### src/rtl/osr_pkg.sv
package osr_pkg;

    typedef enum logic [2:0] {
        OP_READ      = 3'd0,
        OP_PROG      = 3'd1,
        OP_ERASE     = 3'd2,
        OP_SUSP      = 3'd3,
        OP_SUSP_PROG = 3'd4
    } op_mode_e;

    localparam int POLL_BIT   = 7;
    localparam int TOG_BIT    = 6;
    localparam int LIMIT_BIT  = 5;
    localparam int WINDOW_BIT = 3;
    localparam int SECTOG_BIT = 2;

    function automatic logic is_prog_like(input op_mode_e m);
        return (m == OP_PROG) || (m == OP_SUSP_PROG);
    endfunction

    function automatic logic is_busy_mode(input op_mode_e m);
        return (m == OP_PROG) || (m == OP_SUSP_PROG) || (m == OP_ERASE);
    endfunction

endpackage

### src/rtl/osr_toggle.sv
module osr_toggle (
    input  logic clk,
    input  logic rst,
    input  logic rd_active,
    input  logic t6_en,
    input  logic t2_en,
    output logic t6,
    output logic t2
);
    logic rd_prev;
    logic rd_start;

    assign rd_start = rd_active & ~rd_prev;

    always_ff @(posedge clk) begin
        if (rst) begin
            rd_prev <= 1'b0;
            t6      <= 1'b0;
            t2      <= 1'b0;
        end else begin
            rd_prev <= rd_active;
            if (rd_start && t6_en) t6 <= ~t6;
            if (rd_start && t2_en) t2 <= ~t2;
        end
    end

    // each new read in an active mode flips bit 6
    p_q6_flip_r3: assert property (@(posedge clk) disable iff (rst)
        (rd_active && !rd_prev && t6_en) |=> (t6 != $past(t6)));

    // held or absent reads leave bit 6 alone
    p_q6_hold_r3: assert property (@(posedge clk) disable iff (rst)
        !(rd_active && !rd_prev) |=> $stable(t6));

    // bit 2 moves only when enabled
    p_q2_hold_r5: assert property (@(posedge clk) disable iff (rst)
        !t2_en |=> $stable(t2));
endmodule

### src/rtl/osr_prot_timer.sv
module osr_prot_timer #(
    parameter int CYCLES = 250,
    localparam int CNT_W = $clog2(CYCLES + 1)
) (
    input  logic clk,
    input  logic rst,
    input  logic start,
    output logic busy
);
    logic [CNT_W-1:0] cnt;

    always_ff @(posedge clk) begin
        if (rst)             cnt <= '0;
        else if (start)      cnt <= CNT_W'(CYCLES);
        else if (cnt != '0)  cnt <= cnt - 1'b1;
    end

    assign busy = (cnt != '0);

    // window counts down one per cycle until it closes
    p_window_count_r9: assert property (@(posedge clk) disable iff (rst)
        (busy && !start) |=> (cnt == $past(cnt) - 1'b1));
endmodule

### src/rtl/osr_word_mux.sv
module osr_word_mux
    import osr_pkg::*;
(
    input  op_mode_e    mode,
    input  logic        prot_busy,
    input  logic        sel_hit,
    input  logic        prog_d7,
    input  logic        t6,
    input  logic        t2,
    input  logic        q5,
    input  logic        window_open,
    input  logic [7:0]  array_dq,
    output logic [7:0]  word
);
    always_comb begin
        word = '0;
        word[LIMIT_BIT] = q5;
        unique case (mode)
            OP_PROG, OP_SUSP_PROG: begin
                word[POLL_BIT] = ~prog_d7;
                word[TOG_BIT]  = t6;
            end
            OP_ERASE: begin
                word[POLL_BIT]   = 1'b0;
                word[TOG_BIT]    = t6;
                word[WINDOW_BIT] = ~window_open;
                word[SECTOG_BIT] = t2;
            end
            OP_SUSP: begin
                if (sel_hit) begin
                    word[POLL_BIT]   = 1'b1;
                    word[TOG_BIT]    = t6;
                    word[SECTOG_BIT] = t2;
                end else begin
                    word = array_dq;
                end
            end
            default: begin
                if (prot_busy) begin
                    word[POLL_BIT] = ~prog_d7;
                    word[TOG_BIT]  = t6;
                end else begin
                    word = array_dq;
                end
            end
        endcase
    end
endmodule

### src/rtl/flash_op_status.sv
module flash_op_status
    import osr_pkg::*;
#(
    parameter int ADDR_W      = 18,
    parameter int SECT_BITS   = 3,
    parameter int PROT_CYCLES = 250,
    localparam int NUM_SECT   = 1 << SECT_BITS
) (
    input  logic                clk,
    input  logic                rst,
    input  logic [2:0]          op_mode,
    input  logic                prog_d7,
    input  logic [ADDR_W-1:0]   rd_addr,
    input  logic [NUM_SECT-1:0] erase_sel,
    input  logic                window_open,
    input  logic                limit_hit,
    input  logic                prot_start,
    input  logic                ce_n,
    input  logic                oe_n,
    input  logic [7:0]          array_dq,
    output logic [7:0]          status_dq,
    output logic                ready
);
    op_mode_e             mode;
    logic [SECT_BITS-1:0] sect;
    logic                 sel_hit;
    logic                 prot_busy;
    logic                 t6, t2, q5;
    logic                 t6_en, t2_en;
    logic                 read_mode;

    assign mode      = op_mode_e'(op_mode);
    assign sect      = rd_addr[ADDR_W-1 -: SECT_BITS];
    assign sel_hit   = erase_sel[sect];
    assign read_mode = (mode == OP_READ);
    assign t6_en     = is_busy_mode(mode) || (read_mode && prot_busy);
    assign t2_en     = sel_hit && (mode == OP_ERASE || mode == OP_SUSP);

    always_ff @(posedge clk) begin
        if (rst)            q5 <= 1'b0;
        else if (limit_hit) q5 <= 1'b1;
    end

    osr_prot_timer #(.CYCLES(PROT_CYCLES)) u_timer (
        .clk(clk), .rst(rst), .start(prot_start), .busy(prot_busy)
    );

    osr_toggle u_tog (
        .clk(clk), .rst(rst), .rd_active(!ce_n && !oe_n),
        .t6_en(t6_en), .t2_en(t2_en), .t6(t6), .t2(t2)
    );

    osr_word_mux u_mux (
        .mode(mode), .prot_busy(prot_busy), .sel_hit(sel_hit),
        .prog_d7(prog_d7), .t6(t6), .t2(t2), .q5(q5),
        .window_open(window_open), .array_dq(array_dq), .word(status_dq)
    );

    assign ready = !(is_busy_mode(mode) || (read_mode && prot_busy));

    // limit flag never drops without reset
    p_limit_sticky_r8: assert property (@(posedge clk) disable iff (rst)
        q5 |=> q5);

    // program reports busy and inverted poll bit
    p_prog_busy_r2: assert property (@(posedge clk) disable iff (rst)
        (mode == OP_PROG) |-> (!ready && status_dq[POLL_BIT] == !prog_d7));

    // erase reads 0 on the poll bit
    p_erase_poll_r4: assert property (@(posedge clk) disable iff (rst)
        (mode == OP_ERASE) |-> (!ready && !status_dq[POLL_BIT]));

    // suspended device reports ready
    p_susp_ready_r6: assert property (@(posedge clk) disable iff (rst)
        (mode == OP_SUSP) |-> ready);

    // plain read mode passes array data
    p_read_pass_r10: assert property (@(posedge clk) disable iff (rst)
        (read_mode && !prot_busy) |-> (status_dq == array_dq));
endmodule

### config.mk
export PLATFORM = sky130hd
export DESIGN_NAME = flash_op_status
export DESIGN_NICKNAME = d
export VERILOG_FILES = /design/src/rtl/osr_pkg.sv /design/src/rtl/osr_toggle.sv /design/src/rtl/osr_prot_timer.sv /design/src/rtl/osr_word_mux.sv /design/src/rtl/flash_op_status.sv
export SDC_FILE = /design/constraint.sdc
export NUM_CORES = 1
export LEC_CHECK = 0
export BUFFER_PORTS_ARGS = -buffer_cell sky130_fd_sc_hd__buf_2
export CAP_MARGIN = 20
export CORE_ASPECT_RATIO = 0.7
export CORE_MARGIN = 1
export CORE_UTILIZATION = 41
export CTS_CLUSTER_DIAMETER = 50
export DETAILED_ROUTE_END_ITERATION = 12
export PLACE_DENSITY_LB_ADDON = 0.12
export SYNTH_ARGS = -nofsm -noshare
export SYNTH_HDL_FRONTEND = slang
export SYNTH_SLANG_ARGS = --single-unit
### constraint.sdc
create_clock -name clk -period 2.7 [get_ports clk]
set_clock_uncertainty 0.1 [all_clocks]
set_input_delay 0.54 -clock clk [delete_from_list [all_inputs] [get_ports clk]]
set_output_delay 0.54 -clock clk [all_outputs]
set_load 0.01 [all_outputs]
==> impl_metrics.env, run 1 <==
export IMPL_status="finished, final reports clean"
export IMPL_yosysWarnings=0
export IMPL_vias_per_cell=5.554
export IMPL_die_w_um=56.09
export IMPL_clk_path_buf_depth=2
export IMPL_synthTopCellsByArea="dfxtp_1 29%, mux4_1 6.3%, a21oi_1 6.0%"
export IMPL_synth_top_area_share_pct=28.61
export IMPL_ys_ff_latch=12
export IMPL_place_gp_congestion=0.7371
export IMPL_antenna_left=0
export IMPL_grt_pass1_wl_um=2842
export IMPL_p_sw_share_pct=31.14
export IMPL_vias=872
export IMPL_synthAdderAreaFrac_pct=2.683
export IMPL_grt_max_degree=13
export IMPL_p_leak_nw=0.5039
export IMPL_rr_startpoint="u_timer.cnt[1]$_SDFFE_PP0P_"
export IMPL_placementRows=13
export IMPL_path_clk_slew_ps=60
export IMPL_yosysSeqAreaShare_pct=28.61
export IMPL_diodes=0
export IMPL_async_flop_share_pct=0
export IMPL_cp_arrival_ps=2010
export IMPL_critPathRequiredTime_ps=2060
export IMPL_drc=0
export IMPL_grtUsageTotal_pct=17.66
export IMPL_p_per_area_mw_per_mm2=427.6
export IMPL_nets=183
export IMPL_end_kind="primary output"
export IMPL_syn_nets=135
export IMPL_synth_top_area_cell="dfxtp_1"
export IMPL_core_mm2=0.001887
export IMPL_final_setup_tns_ps=0
export IMPL_intPower_w=0.0003389
export IMPL_die_h_um=39.86
export IMPL_cap_violations=0
export IMPL_synth_mux_area_fraction_pct=13.86
export IMPL_die_area_mm2=0.002236
export IMPL_rsz0062_at_grt="no"
export IMPL_max_freq_mhz=377.9
export IMPL_max_slew_margin_pct=77.00
export IMPL_critPathKind="in2out"
export IMPL_crit_start="rd_addr[15]"
export IMPL_grt_pass1_vias=651
export IMPL_p_clk_share_pct=21.5
export IMPL_min_path_type="in2reg"
export IMPL_cts_tree="built"
export IMPL_timing_final_crit_share_pct=98.01
export IMPL_antenna_found_initial=0
export IMPL_cts_buffers=3
export IMPL_irDropWorstVdd_v=0.0004017
export IMPL_root_buffer="clkbuf_4"
export IMPL_wl_per_cell_um=12.72
export IMPL_synth_edf_count=0
export IMPL_cts_htree_levels=1
export IMPL_drive_gt1_share_pct=44.44
export IMPL_combPwrFrac_pct=35.8
export IMPL_maxSlewViolCount=0
export IMPL_yosys_area_share_simple_pct=24.29
export IMPL_dpl_hpwl_um=1568
export IMPL_synth_top_family_by_area="simple AND/OR/NAND/NOR gates"
export IMPL_synth_area_per_cell_um2=9.433
export IMPL_initial_core_util_pct=44.50
export IMPL_firstDrtPassIters=4
export IMPL_area_growth_pct=37.11
export IMPL_min_delay_start="oe_n"
export IMPL_p_sw_w=0.0001533
export IMPL_setup_violations=0
export IMPL_synth_cell_types=37
export IMPL_min_period_ps=2646
export IMPL_grt_overflow=0
export IMPL_startpoint_type="input pin"
export IMPL_yosys_most_used_dff="dfxtp_1"
export IMPL_path_max_fanout=4
export IMPL_drt_iter0_drc=20
export IMPL_io_buffer_count=38
export IMPL_synthCells=89
export IMPL_worstSkewPairLatency_ps=270
export IMPL_worst_pin_slew_ps=342.7
export IMPL_netlist_area_um2=839.6
export IMPL_seq_power_share_pct=42.7
export IMPL_hold_viol_final=0
export IMPL_synthXorXnorAreaFrac_pct=6.259
export IMPL_wl_um=1997
export IMPL_final_core_util_pct=61.01
export IMPL_boundaryPins=54
export IMPL_synth_compound_area_share_pct=21.61
export IMPL_clock_sinks=12
area by class of cell:
type,count,area (µm²)
Clock buffer,3,22.52
Inverter,3,11.26
Fill cell,173,735.7
Multi-Input combinational cell,71,593.1
Timing Repair Buffer,46,256.5
Sequential cell,12,240.2
Tap cell,22,27.53
Yosys cell counts, types with 2 or more instances:
library cell / instances
inv_1: 3
xor2_1: 2
a21oi_1: 10
or3_1: 5
and2_1: 4
nor2b_1: 2
xnor2_1: 4
mux4_1: 2
nor3_1: 6
o31ai_1: 3
nor2_1: 6
nand2_1: 3
dfxtp_1: 12
mux2_4: 2
clkbuf_1: 3
kinds of logic (layout without fill, tap and decap cells):
family | Yosys count | after routing
multiplexers | 6 | 6
XOR/XNOR | 6 | 6
buffers and inverters | 6 | 52
adder cells (fa/ha/maj) | 2 | 2
AO/OA/AOI/OAI | 24 | 24
flip-flops | 12 | 12
AND/OR/NAND/NOR | 33 | 33
registers in the layout, indices dropped and copies added (netlist names):
register / count
u_timer.cnt: 8
u_tog.t2: 1
u_tog.t6: 1
q5: 1
u_tog.rd_prev: 1
power groups by stage:
stage | clock (W) | sequential, W | combinational (W)
floorplan | 0 | 0.000208 | 0.000103
global placement | 0 | 0.000211 | 0.000154
detailed placement | 0 | 0.000212 | 0.000157
CTS | 0.000113 | 0.000210 | 0.000167
global route | 0.000121 | 0.000212 | 0.000193
finish | 0.000106 | 0.000210 | 0.000176
placed cells by master (no fill, tap or decap), types with 2 or more instances in the layout:
cell type / n
and2_1: 4
buf_4: 8
mux2_4: 2
dfxtp_1: 12
inv_1: 2
xnor2_1: 4
clkbuf_4: 3
or3_1: 5
nor3_1: 6
nor2_1: 6
mux4_2: 2
xor2_1: 2
nand2_1: 3
buf_2: 37
o31ai_1: 3
nor2b_1: 2
a21oi_1: 10
path summary, 6_finish.rpt:
kind	cells past startpoint	to	slack, ps
setup reg to reg	7	u_timer.cnt[0]$_SDFFE_PP0P_	930
hold / removal	2	u_tog.rd_prev$_SDFF_PP0_	340
hold reg to reg	2	q5$_SDFFE_PP0P_	390
setup / recovery	6	status_dq[5]	50
critical path: stages:
cell       delay, ps
buf_4            100
mux4_2           520
mux2i_4          220
o2bb2ai_4        180
mux2_4           310
buf_2            140
repair_timing:
item                                    4_1_cts  5_1_grt
endpoints found under the setup margin        7        3
setup buffers                                 2        1
hold buffers                                  0        0
resized for setup                             4        5
pin swaps                                     1        3
stage by stage:
| step | hold WS [ps] | total power, W | cell area, µm² | setup slack [ps] | std cells |
|---|---|---|---|---|---|
| after CTS | 329.4 | 0.0004899 | 1125 | 29.43 | 156 |
| after global routing | 330.6 | 0.0005258 | 1151 | 12.17 | 157 |
| after global placement | 362.3 | 0.0003650 | 1084 | 6.616 | 151 |
| final | 340.6 | 0.0004922 | 1151 | 53.73 | 157 |
| after detailed placement | 377.6 | 0.0003697 | 1084 | -11.94 | 151 |
| after floorplan | 338.1 | 0.0003111 | 839.6 | 222.9 | 89 |
layer usage:
metal / part of all wire (%) / GRT usage (%) / vias up
li1: - / - / 436
met3: 7.2 / 8.251 / 4
met4: 0.85 / 7.317 / 0
met1: 47 / 23.69 / 400
met2: 45 / 23.81 / 32
met5: 0 / 0 / -
(Power assumes the default switching activity.)
==> run 2: changes to the inputs <==
--- a/config.mk
+++ b/config.mk
@@ -5,11 +5,12 @@
 export SDC_FILE = /design/constraint.sdc
 export NUM_CORES = 1
 export LEC_CHECK = 0
+export ABC_AREA = 1
 export BUFFER_PORTS_ARGS = -buffer_cell sky130_fd_sc_hd__buf_2
 export CAP_MARGIN = 20
 export CORE_ASPECT_RATIO = 0.7
 export CORE_MARGIN = 1
-export CORE_UTILIZATION = 41
+export CORE_UTILIZATION = 43
 export CTS_CLUSTER_DIAMETER = 50
 export DETAILED_ROUTE_END_ITERATION = 12
 export PLACE_DENSITY_LB_ADDON = 0.12
==> run 2 against run 1 <==
  * Synthesized area is 14% higher
  * Non-clock buffer count is 8 lower
  * Global-route usage is 1.2 points higher
  * Sequential power is 3% lower
  * Synthesized cell count is 79% higher
  * Largest power group unchanged
==> impl_metrics.env, run 2 <==
export IMPL_synthTopCellsByArea="dfxtp_1 25%, inv_1 13%, nand2_1 13%"
export IMPL_combPwrFrac_pct=32.0
export IMPL_io_buffer_count=38
export IMPL_grt_overflow=0
export IMPL_dp_cells=225
export IMPL_reg2reg_to="u_timer.cnt[1]$_SDFFE_PP0P_"
export IMPL_startpoint_type="register"
export IMPL_irDropWorstVdd_v=0.0001988
export IMPL_regArea_um2=240.2
export IMPL_min_delay_worst_endpoint="u_tog.rd_prev$_SDFF_PP0_"
export IMPL_setup_violations=0
export IMPL_postCtsSetupBuffers=0
export IMPL_firstDrtPassIters=5
export IMPL_synth_top_area_cell="dfxtp_1"
export IMPL_multiInputGateArea_um2=578.1
export IMPL_crit_path_top_delay_cell="dfxtp_1"
export IMPL_fin_ws_ps=246.5
export IMPL_yosys_most_used_dff="dfxtp_1"
export IMPL_final_cell_mix="38 x buf_2, 32 x inv_1, 32 x nand2_1"
export IMPL_place_ws_ps=514.0
export IMPL_maxSlewViolCount=0
export IMPL_hold_viol_final=0
export IMPL_boundaryPins=54
export IMPL_die_h_um=41.48
export IMPL_yosysWarnings=0
export IMPL_p_per_area_mw_per_mm2=426.9
export IMPL_grtUsageTotal_pct=18.86
export IMPL_rr_startpoint="u_timer.cnt[0]$_SDFFE_PP0P_"
export IMPL_critPathKind="reg2out"
export IMPL_p_sw_w=0.0001727
export IMPL_r2r_slack_ps=1060
export IMPL_die_area_mm2=0.002422
export IMPL_worst_pin_slew_ps=323.3
export IMPL_end_kind="primary output"
export IMPL_path_max_fanout=13
export IMPL_synth_top_area_share_pct=25.10
export IMPL_clock_sinks=12
export IMPL_max_freq_mhz=407.6
export IMPL_synth_edf_count=0
export IMPL_synth_area_per_cell_um2=6.020
export IMPL_path_cells="inv_1, ha_1, nand2_2, nor2_4, nand2_2, a21boi_1, buf_2"
export IMPL_worstSkewPairLatency_ps=280
export IMPL_final_setup_tns_ps=0
export IMPL_wl_per_cell_um=9.651
export IMPL_max_slew_margin_pct=78.40
export IMPL_reg2reg_depth=8
export IMPL_nets=246
export IMPL_rsz0062_at_grt="no"
export IMPL_timing_final_crit_share_pct=90.87
export IMPL_hold_depth=2
export IMPL_die_w_um=58.39
export IMPL_diodes=0
export IMPL_ys_ff_latch=12
export IMPL_fillers=194
export IMPL_slowest_delay_ps=310
export IMPL_drt_iter0_drc=44
export IMPL_clk_path_buf_depth=2
export IMPL_status="finished, final reports clean"
export IMPL_p_sw_share_pct=33.55
export IMPL_synthCells=159
export IMPL_vias=1094
export IMPL_min_path_type="in2reg"
export IMPL_p_leak_nw=0.6822
export IMPL_path_clk_slew_ps=70
export IMPL_antenna_found_initial=0
export IMPL_area_growth_pct=26.01
export IMPL_largest_reg_flops=8
export IMPL_seq_power_share_pct=39.7
export IMPL_drive_gt1_share_pct=29.15
export IMPL_cts_buffers=3
export IMPL_async_flop_share_pct=0
export IMPL_wl_um=2210
export IMPL_intPower_w=0.0003421
export IMPL_grt_pass1_vias=883
export IMPL_min_delay_start="ce_n"
export IMPL_crit_top_cell="nand2_2"
export IMPL_dpl_hpwl_um=1827
export IMPL_power_w=0.0005149
export IMPL_largest_register="u_timer.cnt"
export IMPL_min_period_ps=2453
export IMPL_synth_common_cells="32 x inv_1, 32 x nand2_1, 23 x nand3_1"
export IMPL_drc=0
export IMPL_layout_cells_non_filler=229
export IMPL_antenna_left=0
export IMPL_post_cts_resized=0
export IMPL_grt_pass1_wl_um=3588
export IMPL_initial_core_util_pct=48.63
export IMPL_grt_max_degree=14
export IMPL_synth_cell_types=24
export IMPL_placementRows=13
export IMPL_syn_nets=205
export IMPL_final_common_cell="buf_2"
export IMPL_yosysSeqAreaShare_pct=25.10
export IMPL_critPathRequiredTime_ps=2060
export IMPL_root_buffer="clkbuf_4"
export IMPL_cp_arrival_ps=1810
export IMPL_p_clk_share_pct=28.3
export IMPL_cts_htree_levels=1
export IMPL_place_gp_congestion=0.8378
export IMPL_netlist_area_um2=957.2
export IMPL_cap_violations=0
export IMPL_vias_per_cell=4.777
export IMPL_cts_tree="built"
export IMPL_crit_start="u_timer.cnt[0]$_SDFFE_PP0P_"
export IMPL_hold_buffers=0
export IMPL_core_mm2=0.001968
==> run 2: cell count changes after synthesis, sizes merged, moves of 4 or more <==
cell / delta
inv: +30
and2: -4
nand2: +34
o21ai: +9
nor2: +12
nor3: -4
nand3: +26
or3: -5
==> run 2: critical path: cells and delay by family, from the launching register on <==
family | cells | cell delay (ps)
fa+ha+maj | 1 | 240
simple gates | 3 | 550
compound gates | 1 | 170
buf+inv | 2 | 270
flops | 1 | 310
==> run 2: how the worst max path moves through the flow <==
stage	end	cells after the start
floorplan	status_dq[6]	8
global placement	status_dq[7]	9
detailed placement	status_dq[6]	10
CTS	status_dq[7]	9
global route	status_dq[4]	7
finish	status_dq[4]	7
==> run 2: stage by stage <==
stage	cell area (µm²)	hold slack, ps	util [%]
finish	1206	329.1	61.28
global route	1206	317.1	61.28
CTS	1206	325.8	61.28
detailed placement	1170	365.2	59.44
global placement	1170	352.5	59.44
floorplan	957.2	338.7	-
==> run 2: kinds of logic after synthesis <==
family                     after synthesis  share of synthesized area, %
and+or+nand+nor                         86                         42.22
buffers and inverters                   35                         14.51
AOI/OAI and AO/OA                       22                         14.12
DFF                                     12                         25.10
xor gates and xnor gates                 3                         2.746
adders and majority gates                1                         1.307
==> run 2: final cells by class <==
type	count	area share, %
Multi-Input combinational cell	112	47.93
Sequential cell	12	19.92
Timing Repair Buffer	38	15.77
Inverter	33	10.27
Tap cell	30	3.112
Clock buffer	4	3.008
==> run 2: layer usage <==
metal  wire [µm]  vias up  GRT usage (%)  share of wire, %
li1            -      583              -                 -
met1        1129      465          25.95                51
met2         923       44          29.66                42
met3         153        2          6.542               6.9
met4           3        0          1.429              0.14
met5           0        -              0                 0
==> run 2: power by group through the flow <==
stage | Sequential (W) | Combinational (W) | Clock (W)
floorplan | 0.000205 | 0.000115 | 0
global route | 0.000206 | 0.000188 | 0.000163
global placement | 0.000208 | 0.000160 | 0
finish | 0.000204 | 0.000165 | 0.000146
CTS | 0.000204 | 0.000165 | 0.000148
detailed placement | 0.000208 | 0.000165 | 0
==> run 3: changes to the inputs <==
--- a/config.mk
+++ b/config.mk
@@ -10,7 +10,7 @@
 export CAP_MARGIN = 20
 export CORE_ASPECT_RATIO = 0.7
 export CORE_MARGIN = 1
-export CORE_UTILIZATION = 43
+export CORE_UTILIZATION = 40
 export CTS_CLUSTER_DIAMETER = 50
 export DETAILED_ROUTE_END_ITERATION = 12
 export PLACE_DENSITY_LB_ADDON = 0.12
==> run 3 against run 2 <==
  * Register-to-register slack worse by 30 ps
  * Wire length up 7.2%
  * Cell count up 0.87%
  * Design area up 0.21%
  * Die area up 7.2%
  * Sequential power about the same
  * Hold slack better by 3.7 ps
  * First-iteration DRC count up 9.1%
  * Via count up 1.2%
  * Total power up 1.7%
  * Global-route usage up 1.8 points
  * Largest cell class unchanged
  * Clock power up 5%
==> impl_metrics.env, run 3 (same netlist as run 2, synthesis figures left out) <==
export IMPL_status="finished, final reports clean"
export IMPL_reg2reg_to="u_timer.cnt[1]$_SDFFE_PP0P_"
export IMPL_seq_power_share_pct=39.1
export IMPL_irDropWorstVdd_v=0.0002809
export IMPL_r2r_slack_ps=1030
export IMPL_drive_gt1_share_pct=29.15
export IMPL_cp_arrival_ps=1840
export IMPL_post_cts_resized=0
export IMPL_p_sw_w=0.0001816
export IMPL_worst_pin_slew_ps=329.8
export IMPL_min_period_ps=2479
export IMPL_cts_buffers=3
export IMPL_grt_overflow=0
export IMPL_worstSkewPairLatency_ps=290
export IMPL_grt_use_met3_pct=6.402
export IMPL_p_clk_share_pct=29.2
export IMPL_use_met1_pct=25.23
export IMPL_die_area_mm2=0.002595
export IMPL_holdWs_ps=332.8
export IMPL_initial_core_util_pct=43.37
export IMPL_boundaryPins=54
export IMPL_final_setup_tns_ps=0
export IMPL_diodes=0
export IMPL_rr_startpoint="u_timer.cnt[0]$_SDFFE_PP0P_"
export IMPL_dpl_hpwl_um=1949
export IMPL_postCtsSetupBuffers=0
export IMPL_drt_iter0_drc=48
export IMPL_p_sw_share_pct=34.67
export IMPL_placementRows=14
export IMPL_rsz0062_at_grt="no"
export IMPL_power_w=0.0005238
export IMPL_antenna_left=0
export IMPL_reg2reg_depth=8
export IMPL_firstDrtPassIters=4
export IMPL_p_leak_nw=0.6822
export IMPL_wl_per_cell_um=10.26
export IMPL_maxSlewViolCount=0
export IMPL_critPathKind="reg2out"
export IMPL_final_common_cell="buf_2"
export IMPL_core_mm2=0.002207
export IMPL_critPathRequiredTime_ps=2060
export IMPL_place_gp_congestion=0.8499
export IMPL_drc=0
export IMPL_grt_pass1_wl_um=3960
export IMPL_startpoint_type="register"
export IMPL_nets=246
export IMPL_crit_start="u_timer.cnt[0]$_SDFFE_PP0P_"
export IMPL_cp_endpoint="status_dq[0]"
export IMPL_cap_violations=0
export IMPL_vias=1107
export IMPL_hold_viol_final=0
export IMPL_min_path_type="in2reg"
export IMPL_vias_per_cell=4.792
export IMPL_wl_um=2370
export IMPL_largest_register="u_timer.cnt"
export IMPL_combPwrFrac_pct=31.8
export IMPL_grt_pass1_vias=997
export IMPL_setup_violations=0
export IMPL_clock_sinks=12
export IMPL_path_clk_slew_ps=70
export IMPL_busiest_layer="met2"
export IMPL_cts_htree_levels=1
export IMPL_cts_tree="built"
export IMPL_largest_reg_flops=8
export IMPL_root_buffer="clkbuf_4"
export IMPL_end_kind="primary output"
export IMPL_grtUsageTotal_pct=20.70
export IMPL_grtUsageMet2_pct=35.60
export IMPL_fin_ws_ps=221.2
export IMPL_antenna_found_initial=0
export IMPL_hold_buffers=0
export IMPL_die_w_um=60.47
export IMPL_intPower_w=0.0003422
export IMPL_io_buffer_count=38
export IMPL_timing_final_crit_share_pct=91.81
export IMPL_p_per_area_mw_per_mm2=433.4
export IMPL_final_cell_mix="38 x buf_2, 32 x inv_1, 32 x nand2_1"
export IMPL_area_growth_pct=26.27
export IMPL_clk_path_buf_depth=2
export IMPL_grt_max_degree=14
export IMPL_die_h_um=42.93
export IMPL_max_slew_margin_pct=77.96
export IMPL_place_ws_ps=501.3
export IMPL_max_freq_mhz=403.4
export IMPL_path_max_fanout=13
==> run 3: cell counts in the layout (fill, tap and decap cells not counted) <==
Identical to the previous run, type by type.
==> run 3: critical path: stages (launching register included) <==
cell,delay (ps)
dfxtp_1,310
inv_1,130
ha_1,250
nand2_2,110
nor2_4,310
nand2_2,140
a21boi_1,160
buf_2,140
==> run 3: how the worst min path moves through the flow <==
stage | slack (ps) | from | end | cells past startpoint
after floorplan | 340 | q5$_SDFFE_PP0P_ | q5$_SDFFE_PP0P_ | 2
after CTS | 330 | ce_n | u_tog.rd_prev$_SDFF_PP0_ | 2
after detailed placement | 370 | u_timer.cnt[0]$_SDFFE_PP0P_ | u_timer.cnt[0]$_SDFFE_PP0P_ | 2
final | 330 | ce_n | u_tog.rd_prev$_SDFF_PP0_ | 2
after global routing | 320 | ce_n | u_tog.rd_prev$_SDFF_PP0_ | 2
after global placement | 360 | q5$_SDFFE_PP0P_ | q5$_SDFFE_PP0P_ | 2
==> run 3: per-layer routing <==
metal | share of wire, % | vias to the layer above
met5 | 0 | -
met2 | 46 | 32
met3 | 4.9 | 2
met1 | 49 | 489
li1 | - | 584
met4 | 0.55 | 0
==> run 3: per-stage QoR <==
stage | cell area [µm²] | utilization [%] | cells
2_1_floorplan | 957.2 | - | 159
3_3_place_gp | 1172 | 53.12 | 227
3_5_place_dp | 1172 | 53.12 | 227
4_1_cts | 1209 | 54.76 | 231
5_1_grt | 1209 | 54.76 | 231
6_report | 1209 | 54.76 | 231
==> run 3: power groups by stage <==
stage | sequential (W) | combinational, W | clock, W
2_1_floorplan | 0.000205 | 0.000115 | 0
3_3_place_gp | 0.000208 | 0.000160 | 0
3_5_place_dp | 0.000209 | 0.000166 | 0
4_1_cts | 0.000204 | 0.000166 | 0.000153
5_1_grt | 0.000207 | 0.000189 | 0.000164
6_report | 0.000205 | 0.000166 | 0.000153
==> run 3: area by class of cell <==
| class | count | area [µm²] |
|---|---|---|
| Tap cell | 32 | 40.04 |
| Fill cell | 249 | 998.5 |
| Multi-Input combinational cell | 112 | 578.1 |
| Sequential cell | 12 | 240.2 |
| Clock buffer | 4 | 36.28 |
| Timing Repair Buffer | 38 | 190.2 |
| Inverter | 33 | 123.9 |
